[src/rtl/sipo_pkg.sv]
package sipo_pkg;

    typedef enum logic [1:0] {
        DRV_ALL_ON  = 2'd0,
        DRV_ALL_OFF = 2'd1,
        DRV_INVERT  = 2'd2,
        DRV_DIRECT  = 2'd3
    } drv_mode_e;

    // Synchronized control levels carried between sub-blocks
    typedef struct packed {
        logic sclk;
        logic sdi;
        logic le;
    } sync_bus_t;

    localparam int SYNC_W = $bits(sync_bus_t);

    function automatic drv_mode_e decode_mode(input logic blank_n, input logic pol);
        drv_mode_e m;
        case ({blank_n, pol})
            2'b00:   m = DRV_ALL_ON;
            2'b01:   m = DRV_ALL_OFF;
            2'b10:   m = DRV_INVERT;
            default: m = DRV_DIRECT;
        endcase
        return m;
    endfunction

    function automatic logic drive_bit(input drv_mode_e m, input logic held);
        logic r;
        case (m)
            DRV_ALL_ON:  r = 1'b1;
            DRV_ALL_OFF: r = 1'b0;
            DRV_INVERT:  r = ~held;
            default:     r = held;
        endcase
        return r;
    endfunction

endpackage

[src/rtl/sipo_sync.sv]
module sipo_sync #(
    parameter int WIDTH  = 3,
    parameter int STAGES = 2
) (
    input  logic             clk,
    input  logic             rst,
    input  logic [WIDTH-1:0] din,
    output logic [WIDTH-1:0] dout
);
    logic [WIDTH-1:0] chain [STAGES];

    always_ff @(posedge clk) begin
        if (rst) chain[0] <= '0;
        else     chain[0] <= din;
    end

    for (genvar s = 1; s < STAGES; s++) begin : g_stage
        always_ff @(posedge clk) begin
            if (rst) chain[s] <= '0;
            else     chain[s] <= chain[s-1];
        end
    end

    assign dout = chain[STAGES-1];

endmodule

[src/rtl/sipo_shift_reg.sv]
module sipo_shift_reg #(
    parameter int CHANNELS = 32
) (
    input  logic                clk,
    input  logic                rst,
    input  logic                sclk_s,
    input  logic                sdi_s,
    output logic [CHANNELS-1:0] sr_q,
    output logic                sdo
);
    logic sclk_prev;
    logic shift_stb;

    always_ff @(posedge clk) begin
        if (rst) sclk_prev <= 1'b0;
        else     sclk_prev <= sclk_s;
    end

    assign shift_stb = sclk_prev & ~sclk_s;

    always_ff @(posedge clk) begin
        if (rst)            sr_q <= '0;
        else if (shift_stb) sr_q <= {sr_q[CHANNELS-2:0], sdi_s};
    end

    assign sdo = sr_q[CHANNELS-1];

    // a strobe lasts exactly one cycle
    p_strobe_single_r1: assert property (@(posedge clk) disable iff (rst)
        shift_stb |=> !shift_stb);

    // without a strobe the register keeps its contents
    p_hold_no_strobe_r1: assert property (@(posedge clk) disable iff (rst)
        !shift_stb |=> $stable(sr_q));

    // a strobe loads the serial bit into the first stage
    p_first_stage_r1: assert property (@(posedge clk) disable iff (rst)
        shift_stb |=> sr_q[0] == $past(sdi_s));

endmodule

[src/rtl/sipo_hold_bank.sv]
module sipo_hold_bank #(
    parameter int CHANNELS = 32
) (
    input  logic                clk,
    input  logic                rst,
    input  logic                le_s,
    input  logic [CHANNELS-1:0] sr_q,
    output logic [CHANNELS-1:0] held_q
);
    always_ff @(posedge clk) begin
        if (rst)       held_q <= '0;
        else if (le_s) held_q <= sr_q;
    end

    // holding registers keep their value while load is low
    p_hold_closed_r4: assert property (@(posedge clk) disable iff (rst)
        !le_s |=> $stable(held_q));

    // holding registers track the shift register while load is high
    p_follow_open_r4: assert property (@(posedge clk) disable iff (rst)
        le_s |=> held_q == $past(sr_q));

endmodule

[src/rtl/sipo_out_stage.sv]
module sipo_out_stage
    import sipo_pkg::*;
#(
    parameter int CHANNELS       = 32,
    parameter bit FILL_ASCENDING = 1'b1
) (
    input  logic                clk,
    input  logic                rst,
    input  logic                blank_n,
    input  logic                pol,
    input  logic [CHANNELS-1:0] held_q,
    output logic [CHANNELS-1:0] out_on
);
    localparam int LAST = CHANNELS - 1;

    logic [CHANNELS-1:0] mapped;
    logic [CHANNELS-1:0] drive_d;
    drv_mode_e           mode;

    assign mode = decode_mode(blank_n, pol);

    for (genvar k = 0; k < CHANNELS; k++) begin : g_chan
        if (FILL_ASCENDING) begin : g_asc
            assign mapped[k] = held_q[k];
        end else begin : g_desc
            assign mapped[k] = held_q[LAST-k];
        end
        assign drive_d[k] = drive_bit(mode, mapped[k]);
    end

    always_ff @(posedge clk) begin
        if (rst) out_on <= '0;
        else     out_on <= drive_d;
    end

    // blank low, polarity low forces every channel on
    p_all_on_r5: assert property (@(posedge clk) disable iff (rst)
        (!blank_n && !pol) |=> &out_on);

    // blank low, polarity high forces every channel off
    p_all_off_r6: assert property (@(posedge clk) disable iff (rst)
        (!blank_n && pol) |=> out_on == '0);

    // inverted pass-through is the complement of the held word
    p_invert_r7: assert property (@(posedge clk) disable iff (rst)
        (blank_n && !pol && $stable(held_q)) |=> (out_on ^ held_q) == {CHANNELS{1'b1}}
            || FILL_ASCENDING == 1'b0);

endmodule

[src/rtl/sipo_channel_driver.sv]
module sipo_channel_driver
    import sipo_pkg::*;
#(
    parameter int CHANNELS       = 32,
    parameter int SYNC_STAGES    = 2,
    parameter bit FILL_ASCENDING = 1'b1
) (
    input  logic                clk,
    input  logic                rst,
    input  logic                sclk,
    input  logic                sdi,
    input  logic                le,
    input  logic                blank_n,
    input  logic                pol,
    output logic [CHANNELS-1:0] out_on,
    output logic                sdo
);
    sync_bus_t           raw_bus;
    sync_bus_t           syn_bus;
    logic [SYNC_W-1:0]   syn_vec;
    logic [CHANNELS-1:0] sr_q;
    logic [CHANNELS-1:0] held_q;

    assign raw_bus.sclk = sclk;
    assign raw_bus.sdi  = sdi;
    assign raw_bus.le   = le;
    assign syn_bus      = sync_bus_t'(syn_vec);

    sipo_sync #(
        .WIDTH  (SYNC_W),
        .STAGES (SYNC_STAGES)
    ) u_sync (
        .clk  (clk),
        .rst  (rst),
        .din  (raw_bus),
        .dout (syn_vec)
    );

    sipo_shift_reg #(
        .CHANNELS (CHANNELS)
    ) u_shift (
        .clk    (clk),
        .rst    (rst),
        .sclk_s (syn_bus.sclk),
        .sdi_s  (syn_bus.sdi),
        .sr_q   (sr_q),
        .sdo    (sdo)
    );

    sipo_hold_bank #(
        .CHANNELS (CHANNELS)
    ) u_hold (
        .clk    (clk),
        .rst    (rst),
        .le_s   (syn_bus.le),
        .sr_q   (sr_q),
        .held_q (held_q)
    );

    sipo_out_stage #(
        .CHANNELS       (CHANNELS),
        .FILL_ASCENDING (FILL_ASCENDING)
    ) u_out (
        .clk     (clk),
        .rst     (rst),
        .blank_n (blank_n),
        .pol     (pol),
        .held_q  (held_q),
        .out_on  (out_on)
    );

    // reset leaves the chaining output low on the next edge
    p_reset_clear_r9: assert property (@(posedge clk)
        rst |=> (sdo == 1'b0 && out_on == '0));

endmodule

[config.mk]
export PLATFORM = sky130hd
export DESIGN_NAME = sipo_channel_driver
export DESIGN_NICKNAME = d
export VERILOG_FILES = /design/src/rtl/sipo_pkg.sv /design/src/rtl/sipo_sync.sv /design/src/rtl/sipo_shift_reg.sv /design/src/rtl/sipo_hold_bank.sv /design/src/rtl/sipo_out_stage.sv /design/src/rtl/sipo_channel_driver.sv
export SDC_FILE = /design/constraint.sdc
export NUM_CORES = 1
export LEC_CHECK = 0
export BUFFER_PORTS_ARGS = -buffer_cell sky130_fd_sc_hd__buf_2
export CAP_MARGIN = 10
export CORE_UTILIZATION = 50
export DETAILED_ROUTE_END_ITERATION = 7
export MAX_ROUTING_LAYER = met4
export PLACE_DENSITY = 0.72
export SLEW_MARGIN = 10
export SYNTH_ARGS = -nofsm -noshare
export SYNTH_HDL_FRONTEND = slang
export SYNTH_HIERARCHICAL = 1
export SYNTH_SLANG_ARGS = --single-unit
[constraint.sdc]
create_clock -name clk -period 1 [get_ports clk]
set_clock_uncertainty 0.1 [all_clocks]
set_input_delay 0.05 -clock clk [delete_from_list [all_inputs] [get_ports clk]]
set_output_delay 0.05 -clock clk [all_outputs]
set_load 0.02 [all_outputs]
==> impl_metrics.ini <==
[status]
outcome = finished with violations
violations = setup timing

[yosys]
synth-seq-cells = 103
synth_xor_area_share_pct = 0
synth_top_area_cell = dfxtp_1
yosysTopAreaCellShare_pct = 54.00
synth_compound_area_share_pct = 0.1311
synth.area.mux_share_pct = 25.59
synth_cell_types = 17
syn_inst = 332
synth_warnings = 6
synth_area_leaders = dfxtp_1 (54%), mux2i_1 (23%), nand2b_1 (5.2%)
synth_top_family_by_area = multiplexers
synth_fa_ha_area_share_pct = 0
avgSynthCellArea_um2 = 11.50
syn-num-nets = 339
seq_area_frac_synth_pct = 54.00
synthSimpleGateAreaFrac_pct = 13.70
synth_area_mm2 = 0.003819

[critical_path]
cp.arrival_ps = 1310
cp.required_ps = 1180
crit_path_end_kind = flip-flop
crit_fanout = 22
path_class = flip-flop to flip-flop
worst_setup_path_start_kind = flip-flop

[floorplan]
start_util_pct = 52.09
die-area_mm2 = 0.007991
pin_count = 40
core-area_mm2 = 0.007331
die_h_um = 89.39
fp-row-count = 31
die_w_um = 89.39

[timing]
fin_hold_ws_ps = 23.28
finalSetupViolCount = 62
tightest_slew_ps = 203.6
drv_slew = 0
fmax_mhz = 886.6
post-route-period-util_pct = 112.8
hold_viol = 0
relSlewSlack_pct = 86.42
tns_ps = -4056
rsz0062_at_grt = true
timing.final.ws_setup_ps = -127.9
period_needed_ps = 1128

[power_and_ir_drop]
combPwrFrac_pct = 7.7
swShare_pct = 22.32
p_leak_nw = 1.875
seqPwrFrac_pct = 55.7
power_density_mw_per_mm2 = 1649
intPower_mw = 5.904
power_switching_mw = 1.696
ir_worst_vdd_uv = 1003
power.total_mw = 7.600
clkPwrFrac_pct = 36.6

[routing]
firstDrtPassIters = 4
vias = 2270
drtIter0Drc = 57
wl_per_cell_um = 13.46
drcViolationCount = 0
drtAntennaViolNets = 0
wirelength_mm = 6.434
vias_per_cell = 4.749

[global_route]
grt_max_degree = 36
grtUsageTotal_pct = 18.25
grt_antenna_before_repair = 0
grt_pass1_wl_mm = 10.59
grt_remaining_overflow = 0
first_global_vias = 2194

[finish]
fin_util_pct = 62.88
nNetsFinal = 381
fill_cells = 592
layout-drive-gt1-share_pct = 27.70
syn2layout_area_growth_pct = 20.71
diodes = 0

[clocking]
cts_buffers = 9
clk_pin_slew_ps = 100
ctsRootBufferMaster = clkbuf_8
clock_sinks = 103
cts_buffer_depth = 2
cts_tree = done
insertion_delay_ps = 360
htreeDepth = 3

[flow_run]
cap_violations = 0

[place]
io_buffers = 39
gp_congestion = 0.6961
pre_cts_ws_ps = -80.73
place_hpwl_mm = 3.650

[hold_path]
hp-class = input pin to flip-flop
[power groups by stage]
stage               registers (mW)  clock network (mW)  logic, mW
global route                  4.24                3.04      0.627
global placement              4.30                   0      0.486
CTS                           4.21                2.84      0.523
detailed placement            4.30                   0      0.490
finish                        4.23                2.78      0.585
floorplan                     4.39                   0      0.266
[timing repair]
item,CTS,global route
pin swaps,0,1
hold buffers,3,0
setup endpoints to repair,73,94
buffers inserted,1,0
gates cloned,1,1
endpoints found under the hold margin,3,0
gates resized for setup,16,73
[area by class of cell]
cell class                      count  area, um2  share of cell area [%]
Clock buffer                       11      131.4                   2.850
Clock inverter                      5      81.33                   1.764
Multi-Input combinational cell    204       1524                   33.06
Sequential cell                   103       2098                   45.52
Tap cell                           99      123.9                   2.687
Timing Repair Buffer               56      650.6                   14.12
[final timing paths]
| path | start | end | slack [ps] | depth (start not counted) |
|---|---|---|---|---|
| setup / recovery | u_shift/sclk_prev | u_shift/sr_q[6] | -130 | 3 |
| hold / removal | rst | u_sync/chain[1][0] | 20 | 3 |
| setup reg to reg | u_shift/sclk_prev | u_shift/sr_q[6] | -130 | 3 |
| hold reg to reg | u_sync/chain[0][0] | u_sync/chain[1][0] | 340 | 1 |
[critical path, cell delays in order, from the launching register on]
cell     delay (ps)
dfxtp_2         340
nor2b_4         170
buf_12          210
mux2i_1         230
[cell usage in the layout, fill, tap and decap left out, types with 8 or more instances in the layout]
cell / n
nand2b_1: 32
dfxtp_1: 76
buf_12: 8
mux2i_2: 10
dfxtp_2: 26
buf_6: 26
buf_4: 8
nor2_1: 32
buf_2: 8
mux2i_1: 85
clkbuf_8: 9
nand2_1: 32
[routing by layer]
layer  GRT usage [%]  part of all wire [%]  wire, um  vias to the layer above
li1                -                     -         -                     1172
met1           23.81                    49      3172                     1050
met2           26.72                    46      2941                       38
met3           3.970                   3.2       207                       10
met4           9.091                   1.7       112                        0
met5               -                     0         0                        -
[cells by family (layout without fill, tap and decap cells)]
logic type | after synthesis | in the layout
mux | 95 | 95
buf+inv | 25 | 72
compound gates | 1 | 1
flops | 103 | 103
simple gates | 108 | 108
[synthesized netlist by cell type (all sizes together)]
cell	instances
buf	19
clkbuf	6
dfxtp	103
mux2i	95
nand2	32
nand2b	32
nand4bb	1
nor2	32
nor2b	8
o21ai	1
or2	1
or2b	2
[registers in the layout (all words and copies together), names as in the netlist]
| signal | count |
|---|---|
| u_hold/held_q | 32 |
| u_shift/sclk_prev | 1 |
| u_sync/chain | 6 |
| u_shift/sr_q | 32 |
| u_out/out_on | 32 |
[stage by stage]
step           cell area [um2]  cells
6_report                  4609    478
5_1_grt                   4609    478
4_1_cts                   4395    477
3_5_place_dp              4079    456
3_3_place_gp              4079    456
2_1_floorplan             3829    332
No activity file was read; power rests on OpenSTA's default activity.
